$ cat config.mk
export PLATFORM = sky130hd
export DESIGN_NAME = ptr_load_unit
export DESIGN_NICKNAME = d
export VERILOG_FILES = /design/src/rtl/ptr_load_unit.sv
export SDC_FILE = /design/constraint.sdc
export NUM_CORES = 1
export LEC_CHECK = 0
export CAP_MARGIN = 20
export CORE_UTILIZATION = 40
export DETAILED_ROUTE_END_ITERATION = 6
export HOLD_SLACK_MARGIN = 0.1
export PLACE_DENSITY = 0.66
export SYNTH_ARGS = -nofsm -noshare
export SYNTH_HDL_FRONTEND = slang
export SYNTH_SLANG_ARGS = --single-unit
$ cat constraint.sdc
create_clock -name clk -period 7.1 [get_ports clk]
set_input_delay 1.42 -clock clk [delete_from_list [all_inputs] [get_ports clk]]
set_output_delay 1.42 -clock clk [all_outputs]
set_load 0.01 [all_outputs]
$ cat src/rtl/ptr_load_unit.sv
module ptr_load_unit #(
  parameter int AW = 16,
  parameter int DW = 8,
  parameter int OW = 6
) (
  input  logic          clk,
  input  logic          rst,
  input  logic          op_req,
  input  logic          op_sel,
  input  logic          op_rel,
  input  logic [1:0]    op_step,
  input  logic [OW-1:0] op_off,
  input  logic          ptr_we,
  input  logic          ptr_wsel,
  input  logic [AW-1:0] ptr_wdata,
  output logic          mem_rd,
  output logic [AW-1:0] mem_addr,
  input  logic [DW-1:0] mem_rdata,
  output logic [DW-1:0] wreg,
  output logic          zflag,
  output logic          busy,
  output logic          done,
  output logic [AW-1:0] ptr0,
  output logic [AW-1:0] ptr1
);
  localparam logic [AW-1:0] ONE = AW'(1);

  logic [AW-1:0] ptr_q [2];
  logic          pend_q, psel_q, kill_q;
  logic [AW-1:0] pnxt_q;
  logic [AW-1:0] cur, ea, nxt, off_x;

  wire accept = op_req && !pend_q;

  assign cur   = op_sel ? ptr_q[1] : ptr_q[0];
  assign off_x = {{(AW-OW){op_off[OW-1]}}, op_off};

  always_comb begin
    ea  = cur;
    nxt = cur;
    if (op_rel) begin
      ea = cur + off_x;
    end else begin
      case (op_step)
        2'b00: begin ea = cur + ONE; nxt = cur + ONE; end
        2'b01: begin ea = cur - ONE; nxt = cur - ONE; end
        2'b10: nxt = cur + ONE;
        default: nxt = cur - ONE;
      endcase
    end
  end

  assign mem_rd   = accept;
  assign mem_addr = ea;
  assign busy     = pend_q;
  assign done     = pend_q;
  assign ptr0     = ptr_q[0];
  assign ptr1     = ptr_q[1];

  always_ff @(posedge clk) begin
    if (rst) begin
      pend_q <= 1'b0;
      psel_q <= 1'b0;
      kill_q <= 1'b0;
      pnxt_q <= '0;
      wreg   <= '0;
      zflag  <= 1'b0;
      ptr_q[0] <= '0;
      ptr_q[1] <= '0;
    end else begin
      pend_q <= accept;
      if (accept) begin
        psel_q <= op_sel;
        pnxt_q <= nxt;
        kill_q <= ptr_we && (ptr_wsel == op_sel);
      end
      if (pend_q) begin
        wreg  <= mem_rdata;
        zflag <= (mem_rdata == '0);
      end
      for (int i = 0; i < 2; i++) begin
        if (ptr_we && (ptr_wsel == i[0]))
          ptr_q[i] <= ptr_wdata;
        else if (pend_q && (psel_q == i[0]) && !kill_q)
          ptr_q[i] <= pnxt_q;
      end
    end
  end
endmodule


# == Word level (Yosys, flattened, before mapping) ==
# Memories as Yosys holds them, arrays and structs flattened.
# Index checks and enable logic that the tools add are counted.
# totals
reg_bits,28
output_inout_bits,60
in_bits,39
mem_count,1
mem_bits_rw,32
# classes
reduce_logical,13
eq_ne,3
add_sub_neg,3
bitwise,6
n_mux,25
# mem_list
memory,words,word_bits,rd,rd_clocked_by_memory_dff,write_ports,line,text
ptr_q,2,16,2,0,2,28,logic [AW-1:0] ptr_q [2];
# ops
operator,count
$mux W16,8
$pmux W16 S2,1
$add A16 B1 Y16 const B,1
$add A16 B16 Y16,1
$mux W1,16
$sub A16 B1 Y16 const B,1
$logic_and A1 B1 Y1,8
$logic_not A8 Y1,1
$or A1 B1 Y1,4
$eq A2 B1 Y1 const B,1
$eq A2 B2 Y1 const B,1
$logic_not A1 Y1,2
$logic_not A2 Y1,1
$not A1 Y1,2
$reduce_or A2 Y1,1
$eq A1 B1 Y1,1

# == Depth between registers and ports, before layout ==
# logic_depth
ltp_word,8
mapped_depth,12
ltp_nobuf,11

# == Worst setup path after synthesis ==
# Ideal clock, no wire load.
# synth_timing
path_type,input-to-output
start,in op_sel
end,out mem_addr[15]
path_slack_ns,1.704
arrival_ns,3.976
path_buffers,3
path_stages,12
path_cell_list,buf_6 > buf_6 > buf_2 > mux2i_1 > inv_1 > ha_1 > nor3_1 > or2_2 > a2111oi_0 > o21bai_1 > a22o_1 > and4_1
# synth_between
elab_chain_cells,4
word_cells_on_any_way,6
cone_classes,add/sub: 3; mux: 3
# synth_rtl
element,line,text
from (decl),9,"input logic op_sel,"
$mux W16 (*),35,assign cur = op_sel ? ptr_q[1] : ptr_q[0];
$sub A16 B1 Y16 / $add A16 B1 Y16 (equally long branches),"46, 45",
$pmux W16 S2,44,case (op_step)
$mux W16 (*),41,if (op_rel) begin
to (decl),17,"output logic [AW-1:0] mem_addr,"
# Mark *: on every way between the ends. The rest lies on a longest branch, timed or not.

# == Worst setup path in the final report ==
# Ends and elaborated chain as after synthesis.

==> key figures <==
Global route
  • Global routing's busiest layer: met2
  • GR Util met1: 31.4%
  • First-pass GRT wire length: 20400 um
  • Met3 usage: about 3.2%
  • Gr usage total: 22.2%
  • Initial antenna violation count: 0
  • Vias in the first global route: 4081
  • M2 GR Usage: 34.3%
  • Total gr overflow: 0
  • Pin count of the biggest net entering global routing: between 50 and 60

Logic synthesis
  • Synth Flop Type: edfxtp_1
  • Post-synthesis mux area share: 7.48%
  • Synth Area in Adders: 5.14%
  • Synth Area in XOR/XNOR: 5.02%
  • Syn avg cell area: 8.65 um^2
  • Compound-Gate Fraction of Synth Area: 20.5%
  • Post-synth EDFFs: 32
  • Ys Warns: 0
  • Syn_nets: 581
  • Count leader, synth: nand2_1
  • Synth top area cells: edfxtp_1 21%, dfxtp_1 12%, nand2_1 5.6%
  • Yosys top cell area share: a little over a fifth
  • FF+latch count, synth: 60
  • Yosys cell types: 72
  • Sequential fraction of the synthesis area: 33.6%
  • Syn Inst Count: approximately 520
  • Synth area leader: edfxtp_1
  • Largest family of logic cells by synthesized area: simple AND/OR/NAND/NOR gates
  • Post-synth top cells: 68 x nand2_1, 36 x nor2_1, 35 x nand3_1, 32 x edfxtp_1, 32 x o21ai_0
  • Async SR Flop Fraction: 0%
  • Mapped cell area: 4530 um^2
  • Simple-Gate Fraction of Synth Area: 23.1%

Detailed routing
  • Vias per cell: between 5 and 6
  • Post-route DRC: 0
  • Total number of vias: around 4300
  • Initial drt markers: 286
  • Post-DRT Antenna Nets: 0
  • TritonRoute pass-1 iters: 5
  • DRT Wirelength: 12800 um
  • Wirelength per Cell: around 17 um

Setup path
  • CP Data Arrival Time: 4.94 ns
  • Worst path required time: 5.68 ns
  • CP Class: in2out
  • CP endpoint kind: output port
  • Worst Path Max Fanout: 20
  • Startpoint type of the worst setup path: input port

CTS
  • Post-CTS resize count: 0
  • Clock root cell: clkbuf_16
  • Clock latency on the worst-skew pair: between 0.3 and 0.4 ns
  • Clock tree buffer depth: 2
  • Total CTS buffers: 9
  • Post-CTS Setup Repair Bufs: 0
  • H-tree Lvls: 3
  • # clock sinks: 60
  • Hold buffers post-CTS: 0
  • CTS tree: done
  • Reg clk slew, reported paths: 0.05 ns

Floorplan
  • Starting Density: 41.4%
  • Die X-Extent: 108 um
  • # IOs: around 100
  • Die H: 108 um
  • Core ar.: 10900 um^2
  • Die ar.: 11800 um^2
  • Row cnt: 38

Final layout
  • Final core utilization: a little over half
  • Ant. Diodes: 0
  • Nets: 667
  • Layout area overhead: 30.5%
  • Fill cells: 1025
  • Layout cells sized above 1: under 10%

STA
  • Hold violation total from the final report: 0
  • Final Critical Period: about 6.4 ns
  • Setup TNS: 0 ns
  • # setup viols final: 0
  • Post-route setup slack: 0.744 ns
  • FMAX: 157 MHz
  • Max Clock Skew: between 0.007 and 0.008 ns
  • Max transition margin: 44.2%
  • Worst Tran Pin Value: 0.837 ns
  • Slew Viols, Final: 0
  • RSZ-0062 raised after global routing: no
  • Period utilization: 89.5%

Power and ir drop
  • Lkg Pwr: between 2 and 2.5 nW
  • Pwr Density: 208 nW/um^2
  • Maximum VDD drop: 131 uV

Job
  • MaxCap Viol Count: 0

Status
  • Outcome: complete, no violations

Placement
  • Port bufs: a little under 100
  • GPL Wtd Cong: 0.810
  • HPWL after detailed placement: between 9000 and 10000 um
  • Worst slack at placement: 0.789 ns

Min path
  • Hold Path Class: reg2reg
[sequential cells by signal (all words and copies together), names as in the netlist]
signal	count
zflag	1
busy	1
ptr_q	32
wreg	8
pnxt_q	16
kill_q	1
psel_q	1
[report_power, final]
group	leakage [nW]	switching (mW)	internal [mW]
clock	0.149	0.153	0.301
combinational	1.49	0.176	0.172
sequential	0.570	0.0306	0.395
total	2.21	0.360	0.868
[critical path: stages]
cell,delay (ns)
buf_2,0.36
mux2i_1,0.45
inv_2,0.16
ha_1,0.38
o211ai_1,0.11
o21a_1,0.24
a2111oi_0,0.73
o21bai_1,0.16
a22o_1,0.26
and4_1,0.18
clkdlybuf4s50_1,0.47
[area by class of cell]
| type | count | area, um^2 | area share [%] |
|---|---|---|---|
| Multi-Input combinational cell | 416 | 2800 | 47.3 |
| Sequential cell | 60 | 1520 | 25.7 |
| Timing Repair Buffer | 105 | 1030 | 17.5 |
| Clock buffer | 11 | 264 | 4.46 |
| Tap cell | 140 | 175 | 2.96 |
| Inverter | 18 | 67.6 | 1.14 |
| Clock inverter | 5 | 57.6 | 0.973 |
[layout by cell type (no fill, tap or decap), types with 3 or more instances in the layout]
cell type / instances
a21oi_1: 28
nor2b_1: 5
clkbuf_16: 10
clkinvlp_4: 3
nand4_1: 7
o21ai_0: 32
a21o_1: 3
a32oi_1: 4
o211ai_1: 14
edfxtp_1: 32
or3_1: 4
or4_1: 7
xor2_1: 3
o21a_1: 7
dfxtp_1: 28
inv_1: 14
buf_4: 6
nor2_1: 36
nor3b_1: 4
nand2b_1: 5
a211oi_1: 6
nand2_1: 68
mux2_2: 6
clkdlybuf4s50_1: 97
a22o_1: 17
and4_1: 3
nand3b_1: 4
nor4_1: 7
nand3_1: 35
mux2i_1: 22
ha_1: 17
inv_2: 3
nor3_1: 5
xnor2_1: 23
[path summary, 6_finish.rpt]
path,start,slack [ns],endpoint,cells past startpoint
worst min register to register,zflag,0.47,zflag,2
worst max register to register,busy,3.83,pnxt_q[5],6
worst max-delay path,op_sel,0.74,mem_addr[15],11
worst min-delay path,zflag,0.47,zflag,2
[cells by family after synthesis]
kind of cell               Yosys count
and+or+nand+nor                    207
AOI/OAI and AO/OA                  134
DFF                                 60
buffers and inverters               48
muxes                               31
xor gates and xnor gates            26
adders and majority gates           18
[metal layers]
| metal | up-vias | routed length, um |
|---|---|---|
| met1 | 2002 | 6130 |
| met4 | 0 | 80 |
| li1 | 2123 | - |
| met2 | 169 | 5750 |
| met3 | 8 | 853 |
| met5 | - | 0 |
[per-stage QoR]
stage	area [um^2]	instances	total power [mW]	hold WS [ns]
floorplan	4530	524	0.630	0.440
global placement	5580	738	0.771	0.458
detailed placement	5590	739	0.777	0.467
CTS	5910	755	1.23	0.473
global route	5910	755	1.29	0.497
finish	5910	755	1.23	0.471
No activity file was read; power rests on OpenSTA's default activity.
